**src/rtl/seqrd_pkg.sv**
```systemverilog
package seqrd_pkg;
   typedef enum logic [1:0] {
      ACC_NONE   = 2'd0,
      ACC_LOOKUP = 2'd1,
      ACC_REUSE  = 2'd2
   } acc_kind_e;
endpackage

```
**src/rtl/seqrd_track.sv**
```systemverilog
module seqrd_track
   import seqrd_pkg::*;
#(
   parameter int WAYS       = 4,
   parameter int ADDR_W     = 10,
   parameter int LINE_WORDS = 8,
   localparam int OFF_W     = $clog2(LINE_WORDS),
   localparam int WAY_W     = $clog2(WAYS)
) (
   input  logic              clk,
   input  logic              rst_n,
   input  logic              rd_valid,
   input  logic [ADDR_W-1:0] rd_addr,
   input  logic              rd_wide,
   input  logic              wr_valid,
   input  logic              maint_valid,
   input  logic              hit_valid,
   input  logic [WAY_W-1:0]  hit_way,
   output acc_kind_e         kind,
   output logic [WAY_W-1:0]  cur_way
);
   logic              trk_vld_q;
   logic              pend_q;
   logic              prev_wide_q;
   logic [WAY_W-1:0]  way_q;
   logic [ADDR_W-1:0] prev_addr_q;

   logic              way_known;
   logic [ADDR_W-1:0] next_addr;
   logic              is_seq;
   logic              in_line;

   // The hit result of a lookup is only on the pins one cycle later.
   assign way_known = pend_q ? hit_valid : trk_vld_q;
   assign cur_way   = pend_q ? hit_way   : way_q;

   assign next_addr = prev_addr_q + (prev_wide_q ? ADDR_W'(2) : ADDR_W'(1));
   assign is_seq    = (rd_addr == next_addr);
   assign in_line   = (rd_addr[ADDR_W-1:OFF_W] == prev_addr_q[ADDR_W-1:OFF_W]);

   always_comb begin
      if (!rd_valid)
         kind = ACC_NONE;
      else if (way_known && is_seq && in_line)
         kind = ACC_REUSE;
      else
         kind = ACC_LOOKUP;
   end

   always_ff @(posedge clk) begin
      if (!rst_n) begin
         trk_vld_q   <= 1'b0;
         pend_q      <= 1'b0;
         prev_wide_q <= 1'b0;
         way_q       <= '0;
         prev_addr_q <= '0;
      end else if (wr_valid || maint_valid) begin
         trk_vld_q <= 1'b0;
         pend_q    <= 1'b0;
      end else if (rd_valid) begin
         prev_addr_q <= rd_addr;
         prev_wide_q <= rd_wide;
         if (kind == ACC_REUSE) begin
            trk_vld_q <= 1'b1;
            way_q     <= cur_way;
            pend_q    <= 1'b0;
         end else begin
            trk_vld_q <= 1'b0;
            pend_q    <= 1'b1;
         end
      end else if (pend_q) begin
         trk_vld_q <= hit_valid;
         way_q     <= hit_way;
         pend_q    <= 1'b0;
      end
   end
endmodule

```
**src/rtl/seqrd_halfsel.sv**
```systemverilog
module seqrd_halfsel #(
   parameter int ADDR_W     = 10,
   parameter int LINE_WORDS = 8,
   localparam int OFF_W     = $clog2(LINE_WORDS),
   localparam int IDX_W     = ADDR_W - 1
) (
   input  logic              rd_wide,
   input  logic [ADDR_W-1:0] rd_addr,
   output logic              need_even,
   output logic              need_odd,
   output logic [IDX_W-1:0]  even_idx,
   output logic [IDX_W-1:0]  odd_idx
);
   logic             odd_start;
   logic [IDX_W-1:0] pair_idx;
   logic [IDX_W-1:0] wrap_idx;

   assign odd_start = rd_addr[0];
   assign pair_idx  = rd_addr[ADDR_W-1:1];

   generate
      if (OFF_W == 1) begin : g_two_word_line
         // Next pair of a two-word line is the line itself.
         assign wrap_idx = pair_idx;
      end else begin : g_multi_pair_line
         logic [OFF_W-2:0] nxt_pair;
         assign nxt_pair = rd_addr[OFF_W-1:1] + 1'b1;
         assign wrap_idx = {rd_addr[ADDR_W-1:OFF_W], nxt_pair};
      end
   endgenerate

   assign need_even = rd_wide || !odd_start;
   assign need_odd  = rd_wide ||  odd_start;
   assign odd_idx   = pair_idx;
   assign even_idx  = (rd_wide && odd_start) ? wrap_idx : pair_idx;
endmodule

```
**src/rtl/seqrd_wayen.sv**
```systemverilog
module seqrd_wayen
   import seqrd_pkg::*;
#(
   parameter int WAYS   = 4,
   localparam int WAY_W = $clog2(WAYS)
) (
   input  acc_kind_e        kind,
   input  logic [WAY_W-1:0] cur_way,
   input  logic             need_even,
   input  logic             need_odd,
   output logic             tag_en,
   output logic [WAYS-1:0]  even_en,
   output logic [WAYS-1:0]  odd_en
);
   assign tag_en = (kind == ACC_LOOKUP);

   generate
      for (genvar w = 0; w < WAYS; w++) begin : g_way
         logic way_on;
         assign way_on = (kind == ACC_LOOKUP) ||
                         ((kind == ACC_REUSE) && (cur_way == WAY_W'(w)));
         assign even_en[w] = way_on && need_even;
         assign odd_en[w]  = way_on && need_odd;
      end
   endgenerate
endmodule

```
**src/rtl/seqrd_gate.sv**
```systemverilog
module seqrd_gate
   import seqrd_pkg::*;
#(
   parameter int WAYS       = 4,
   parameter int ADDR_W     = 10,
   parameter int LINE_WORDS = 8,
   localparam int WAY_W     = $clog2(WAYS),
   localparam int OFF_W     = $clog2(LINE_WORDS),
   localparam int IDX_W     = ADDR_W - 1
) (
   input  logic              clk,
   input  logic              rst_n,
   input  logic              rd_valid,
   input  logic [ADDR_W-1:0] rd_addr,
   input  logic              rd_wide,
   input  logic              wr_valid,
   input  logic              maint_valid,
   input  logic              hit_valid,
   input  logic [WAY_W-1:0]  hit_way,
   output logic              tag_en,
   output logic [WAYS-1:0]   even_en,
   output logic [WAYS-1:0]   odd_en,
   output logic [IDX_W-1:0]  even_idx,
   output logic [IDX_W-1:0]  odd_idx
);
   generate
      if (WAYS < 2 || (1 << WAY_W) != WAYS) begin : g_bad_ways
         $error("seqrd_gate: WAYS must be a power of two of at least 2");
      end
      if (LINE_WORDS < 2 || (1 << OFF_W) != LINE_WORDS) begin : g_bad_line
         $error("seqrd_gate: LINE_WORDS must be a power of two of at least 2");
      end
      if (ADDR_W <= OFF_W) begin : g_bad_addr
         $error("seqrd_gate: ADDR_W must exceed the line offset width");
      end
   endgenerate

   acc_kind_e        kind;
   logic [WAY_W-1:0] cur_way;
   logic             need_even;
   logic             need_odd;

   seqrd_track #(
      .WAYS(WAYS), .ADDR_W(ADDR_W), .LINE_WORDS(LINE_WORDS)
   ) u_track (
      .clk        (clk),
      .rst_n      (rst_n),
      .rd_valid   (rd_valid),
      .rd_addr    (rd_addr),
      .rd_wide    (rd_wide),
      .wr_valid   (wr_valid),
      .maint_valid(maint_valid),
      .hit_valid  (hit_valid),
      .hit_way    (hit_way),
      .kind       (kind),
      .cur_way    (cur_way)
   );

   seqrd_halfsel #(
      .ADDR_W(ADDR_W), .LINE_WORDS(LINE_WORDS)
   ) u_halfsel (
      .rd_wide  (rd_wide),
      .rd_addr  (rd_addr),
      .need_even(need_even),
      .need_odd (need_odd),
      .even_idx (even_idx),
      .odd_idx  (odd_idx)
   );

   seqrd_wayen #(
      .WAYS(WAYS)
   ) u_wayen (
      .kind     (kind),
      .cur_way  (cur_way),
      .need_even(need_even),
      .need_odd (need_odd),
      .tag_en   (tag_en),
      .even_en  (even_en),
      .odd_en   (odd_en)
   );
endmodule

```
**config.mk**
```make
export PLATFORM = sky130hd
export DESIGN_NAME = seqrd_gate
export DESIGN_NICKNAME = d
export VERILOG_FILES = /design/src/rtl/seqrd_pkg.sv /design/src/rtl/seqrd_track.sv /design/src/rtl/seqrd_halfsel.sv /design/src/rtl/seqrd_wayen.sv /design/src/rtl/seqrd_gate.sv
export SDC_FILE = /design/constraint.sdc
export NUM_CORES = 1
export LEC_CHECK = 0
export BUFFER_PORTS_ARGS = -buffer_cell sky130_fd_sc_hd__buf_4
export CORE_ASPECT_RATIO = 1.5
export CORE_MARGIN = 5
export CORE_UTILIZATION = 38
export CTS_CLUSTER_DIAMETER = 50
export DETAILED_ROUTE_END_ITERATION = 16
export PLACE_DENSITY = 0.74
export SLEW_MARGIN = 15
export SYNTH_ARGS = -nofsm -noshare
export SYNTH_HDL_FRONTEND = slang
export SYNTH_SLANG_ARGS = --single-unit
export TNS_END_PERCENT = 20
```
**constraint.sdc**
```tcl
create_clock -name clk -period 2.6 [get_ports clk]
set_input_delay 0.26 -clock clk [delete_from_list [all_inputs] [get_ports clk]]
set_output_delay 0.26 -clock clk [all_outputs]
set_load 0.02 [all_outputs]
```
==> results of run 1 <==
cell families after synthesis:
| logic type | count (synthesis) |
|---|---|
| mux | 5 |
| simple gates | 43 |
| flops | 15 |
| compound gates | 30 |
| xor+xnor | 11 |
| buf+inv | 26 |
| fa+ha+maj | 4 |
where the power goes:
part | leakage [nW] | switching [W] | internal, W
logic | 0.445 | 0.0000936 | 0.0000782
clock network | 0.0255 | 0.0000829 | 0.000106
registers | 0.123 | 0.00000690 | 0.000237
total | 0.593 | 0.000183 | 0.000421
state kept, by name (all words and copies together) (netlist names):
signal,flops
u_track.prev_addr_q,10
u_track.pend_q,1
u_track.prev_wide_q,1
u_track.trk_vld_q,1
u_track.way_q,2
worst max-delay path: stages (launching register included):
cell,delay (ps)
dfxtp_4,340
inv_1,40
ha_2,170
fa_2,550
xnor2_2,110
nand4_1,170
a211oi_4,250
and2_4,230
a21oi_1,80
buf_4,180
what timing repair did:
item | in CTS | in global routing
hold endpoints to repair | 0 | 0
pin swaps | 3 | 1
endpoints found under the setup margin | 9 | 9
buffers inserted | 3 | 0
gates resized for setup | 6 | 1
through the flow:
stage | cells | setup WS, ps | TNS (ps) | total power, W | hold slack (ps)
after floorplan | 134 | 127 | 0 | 0.000353 | 338
after global placement | 195 | 154 | 0 | 0.000413 | 444
after detailed placement | 195 | -1.31 | -1.31 | 0.000417 | 452
after CTS | 202 | -3.24 | -6.23 | 0.000609 | 184
after global routing | 202 | -151 | -1230 | 0.000635 | 189
final | 202 | -3.61 | -5.52 | 0.000605 | 185
layout make-up:
| cell class | instances | area (sq um) | share of cell area, % |
|---|---|---|---|
| Inverter | 5 | 18.8 | 1.36 |
| Multi-Input combinational cell | 93 | 607 | 43.9 |
| Tap cell | 37 | 46.3 | 3.35 |
| Timing Repair Buffer | 48 | 360 | 26.1 |
| Clock inverter | 1 | 5.00 | 0.362 |
| Clock buffer | 3 | 41.3 | 2.99 |
| Sequential cell | 15 | 304 | 22.0 |
per-layer routing:
metal  global-route usage, %  vias up
met5                       0        -
li1                        -      499
met3                    2.61        7
met4                    7.95        0
met1                    12.4      474
met2                    29.4       44
path summary, 6_finish.rpt:
| check | from | endpoint | slack [ps] | cells after the start |
|---|---|---|---|---|
| worst max-delay path | u_track.prev_wide_q$_SDFFE_PN0P_ | odd_en[2] | -4 | 9 |
| worst min-delay path | wr_valid | u_track.pend_q$_SDFF_PP0_ | 180 | 2 |
| worst max register to register | u_track.prev_wide_q$_SDFFE_PN0P_ | u_track.way_q[0]$_SDFFE_PN0P_ | 310 | 10 |
| worst min register to register | u_track.prev_addr_q[9]$_SDFFE_PN0P_ | u_track.prev_addr_q[9]$_SDFFE_PN0P_ | 470 | 2 |
Yosys cell counts (all sizes together), types with 2 or more instances:
| cell type | number | area (sq um) |
|---|---|---|
| nand3 | 3 | 15.0 |
| inv | 5 | 18.8 |
| a311oi | 2 | 17.5 |
| nand2 | 29 | 109 |
| a21oi | 20 | 100 |
| xnor2 | 11 | 96.3 |
| nand4 | 4 | 25.0 |
| o21ai | 2 | 10.0 |
| mux2 | 3 | 33.8 |
| a211oi | 3 | 27.5 |
| and2 | 2 | 13.8 |
| buf | 18 | 133 |
| clkbuf | 3 | 11.3 |
| dfxtp | 15 | 300 |
| ha | 2 | 25.0 |
| mux2i | 2 | 20.0 |
==> metrics.txt, run 1 <==
Slew Limit Fails 0; Finished Cell Area ~1400 sq um; DR WL met2 about 1500 microns; CORE AREA 2680 sq um; initial core utilization just under 40%; total clock buffers created by CTS 3; maximum clock insertion buffer count 2; std cell rows 23; vias per cell approximately 5.1; Layout area overhead 31.9%; Post-Synth Simple-Gate Area 18.6%; most frequent cells in the layout buf_4, nand2_1, a21oi_1; syn_area_per_cell 7.82 sq um; PwrDens 438 nW/um^2; Main synth FF type dfxtp_1; placed cell area 1290 sq um; Post-Route WL between 2000 and 3000 microns; hpwl dp 2190 microns; post-cts hold buffer count 0; Top Layer Used met4; Worst Path Required 2340 ps; Synth Area in Adders 5.37%; crit end category primary output; largest vdd supply drop 230 uV; PortBufs 45; worst-path fanout max 8; compound-cell area share of the yosys netlist 17.5%; Met1 Routed Length 908 microns; WS Path Type reg -> out; Seq/Total Area, Yosys around 29%; Unique masters post-synth 30; Post-Route Utilization 51.7%; wire length on met3 181 microns; synthesized flop and latch total 15; Final ANT Viol Nets 0; minimum clock period 2600 ps; RePlAce Congestion 0.873; setup violators final 2; final hold vios 0; worst path arrival time 2340 ps; ant diodes 0; nets@finish 188; Mapped Cells 134; Hold Path Class in -> reg; vias in the first global route 1044; Ys Warns 0; CTS tree done; status finished with violations; vias post-DR 1024; maxcap violations 0; worst-margin pin slew 444 ps; die area 3930 sq um; Setup crit start kind flop; leakage approximately 0.6 nW; Clock Sinks 15; Post-Syn Area 1050 sq um; Die X-Extent 52.9 microns; failing checks setup timing; clk root buf clkbuf_8; worst skew pair latency 250 ps; DR WL/cell 13.4 microns; most common cell after layout, fill and taps aside buf_4; Tcrit/Tclk final 100%; 1st-iter DRT viols 32; gr ovfl total 0; largest family of logic cells by synthesized area simple AND/OR/NAND/NOR gates; fraction of layout cells with a size suffix above 1 a little under 40%; net count after synthesis roughly 160; skew final 7.06 ps; Vert. Die Dim between 70 and 80 microns; Final Worst Setup Slack -3.61 ps; FMAX 0.384 GHz; first-pass GRT wire length 4280 microns; worst rel slew slack 70.1%; DR pass1 iterations 4; number of flops mapped to enable cells by yosys 0; pin count of the biggest net entering global routing 15; Clock transition at path regs ~60 ps; CTS HTree Levels 1; RSZ-0062 raised after global routing true; mux cell area share after synthesis 5.13%; Fillers 260; global-route usage over all layers 14.4%; initial antenna violation count 0; DR DRC count 0; I/O pin count 46; FFs w/ async S/R, synth 0%; xor/xnor share of the synthesized area a little under a tenth
No activity file was read; power rests on OpenSTA's default activity.
==> run 2, diff against run 1 <==
--- a/config.mk
+++ b/config.mk
@@ -7,11 +7,11 @@
 export LEC_CHECK = 0
 export BUFFER_PORTS_ARGS = -buffer_cell sky130_fd_sc_hd__buf_4
 export CORE_ASPECT_RATIO = 1.5
-export CORE_MARGIN = 5
-export CORE_UTILIZATION = 38
+export CORE_MARGIN = 2
+export CORE_UTILIZATION = 46
 export CTS_CLUSTER_DIAMETER = 50
 export DETAILED_ROUTE_END_ITERATION = 16
-export PLACE_DENSITY = 0.74
+export PLACE_DENSITY = 0.86
 export SLEW_MARGIN = 15
 export SYNTH_ARGS = -nofsm -noshare
 export SYNTH_HDL_FRONTEND = slang
==> run 2 against run 1 <==
  * The run now ends clean
  * Final area shrank 3.2%
  * Setup slack gained 12 ps
  * Maximum frequency grew 0.48%
  * Critical path type unchanged
==> metrics.txt, run 2 (synthesized netlist as in run 1, its figures left out) <==
status completed; FF+latch area 304 sq um (unchanged); worst path arrival time 2330 ps (about the same); Setup crit start kind flop; Slew Limit Fails 0 (unchanged); RSZ-0062 raised after global routing true; vias per cell 5.53 (+9.1%); nets@finish 187 (-0.53%); Die X-Extent 43.0 microns (-19%); skew final 1.35 ps (-5.71 ps); vias post-DR 1034 (+0.98%); worst-path fanout max 8 (unchanged); Final ANT Viol Nets 0 (unchanged); Worst Path Required 2340 ps (about the same); Vert. Die Dim 62.5 microns (-16%); DR WL/cell 13.2 microns (-1.3%); CTS tree done; DR WL met2 1330 microns (-14%); ant diodes 0 (unchanged); footprint of the multi-input gates 607 sq um (unchanged); post-cts hold buffer count 0 (unchanged); 1st-iter DRT viols 19 (-41%); Fillers 198 (-24%); PortBufs 45 (unchanged); RePlAce Congestion 0.840 (-3.8%); minimum clock period 2590 ps (-12.4 ps); most frequent cells in the layout buf_4, nand2_1, a21oi_1; worst reg2reg path depth 9 (-1); Post-Route WL 2470 microns (-8.6%); initial antenna violation count 0 (unchanged); maxcap violations 0 (unchanged); total clock buffers created by CTS 3 (unchanged); most common cell after layout, fill and taps aside buf_4; Largest register FFs 10 (unchanged); first-pass GRT wire length 4090 microns (-4.4%); Most flops, register u_track.prev_addr_q; hold path depth 2 (unchanged); Hold Path Class in -> reg; WS Path Type reg -> out; vias in the first global route 1004 (-3.8%); clk root buf clkbuf_4; largest vdd supply drop 273 uV (+19%); Finished Cell Area 1340 sq um (-3.2%); hold slack 150 ps (-34.7 ps); DR pass1 iterations 4 (unchanged); setup violators final 0 (-2); PwrDens 408 nW/um^2 (-6.7%); DR DRC count 0 (unchanged); placed cell area 1270 sq um (-1.4%); Top Registers u_track.prev_addr_q: 10 flops, u_track.way_q: 2 flops; gr ovfl total 0 (unchanged); pin count of the biggest net entering global routing 15 (unchanged); I/O pin count 46 (unchanged); global-route usage over all layers 19.2% (+4.8 points); wire length on met3 188 microns (+3.9%); fraction of layout cells with a size suffix above 1 38.4% (-0.37 points); maximum clock insertion buffer count 2 (unchanged); CORE AREA 2210 sq um (-18%); worst-margin pin slew 451 ps (+6.75 ps); leakage 0.580 nW (-2.2%); final hold vios 0 (unchanged); die area 2680 sq um (-32%); Clock Sinks 15 (unchanged); Clock transition at path regs 90 ps (+30 ps); crit end category primary output; initial core utilization 47.5% (+8.3 points); std cell rows 21 (-8.7%); worst rel slew slack 69.9% (-0.17 points); worst skew pair latency 280 ps (+30 ps); Tcrit/Tclk final 99.7% (-0.48 points); FMAX 0.386 GHz (+0.48%); Met1 Routed Length 891 microns (-1.9%); hpwl dp 1900 microns (-13%); Layout area overhead 27.7%; CTS HTree Levels 1 (unchanged); Top Layer Used met4
-- run 2: changes by cell type in the layout (fill, tap and decap cells not counted) --
| cell | change |
|---|---|
| clkbuf_4 | +3 |
| clkbuf_8 | -3 |
| buf_4 | -1 |
-- run 2: critical path, stage by stage, from the launching register on --
cell and delay [ps]:
dfxtp_4 350, inv_1 40, ha_2 170, fa_2 540, xnor2_2 110, nand4_1 140, a211oi_4 220, and2_4 230
a21oi_1 70, buf_4 180
-- run 2: area by class of cell --
cell class                      instances  share of cell area, %
Clock inverter                          1                  0.374
Multi-Input combinational cell         93                   45.3
Sequential cell                        15                   22.7
Timing Repair Buffer                   47                   26.4
Inverter                                5                   1.40
Tap cell                               23                   2.15
Clock buffer                            3                   1.68
-- run 2: path summary, 6_finish.rpt --
check	from	endpoint	slack, ps
worst max-delay path	u_track.prev_wide_q$_SDFFE_PN0P_	even_en[0]	9
worst min-delay path	maint_valid	u_track.pend_q$_SDFF_PP0_	150
worst max register to register	u_track.prev_wide_q$_SDFFE_PN0P_	u_track.way_q[0]$_SDFFE_PN0P_	450
worst min register to register	u_track.prev_addr_q[9]$_SDFFE_PN0P_	u_track.prev_addr_q[9]$_SDFFE_PN0P_	470
-- run 2: power by group --
part / switching (W) / leakage, nW / internal, W / total, W
logic: 0.0000915 / 0.439 / 0.0000780 / 0.000170
clock network: 0.0000758 / 0.0177 / 0.0000570 / 0.000133
registers: 0.00000712 / 0.123 / 0.000237 / 0.000244
total: 0.000174 / 0.580 / 0.000372 / 0.000546
-- run 2: timing repair --
action,4_1_cts,5_1_grt
pin swaps,3,0
buffers inserted,2,0
gates resized for setup,6,1
endpoints found under the hold margin,0,0
setup endpoints to repair,9,9
-- run 2: layer usage --
metal | track usage (%) | vias to the layer above
met2 | 35.6 | 57
li1 | - | 503
met5 | 0 | -
met3 | 3.47 | 6
met4 | 10.6 | 0
met1 | 19.1 | 468
-- run 2: through the flow --
stage / power (W) / utilization, % / worst slack (ps) / instances / setup TNS, ps
floorplan: 0.000353 / - / 127 / 134 / 0
global route: 0.000575 / 60.7 / -140 / 187 / -1070
finish: 0.000546 / 60.7 / 8.84 / 187 / 0
detailed placement: 0.000415 / 57.6 / 55.9 / 181 / 0
CTS: 0.000547 / 60.3 / 4.14 / 187 / 0
global placement: 0.000411 / 57.6 / 156 / 181 / 0
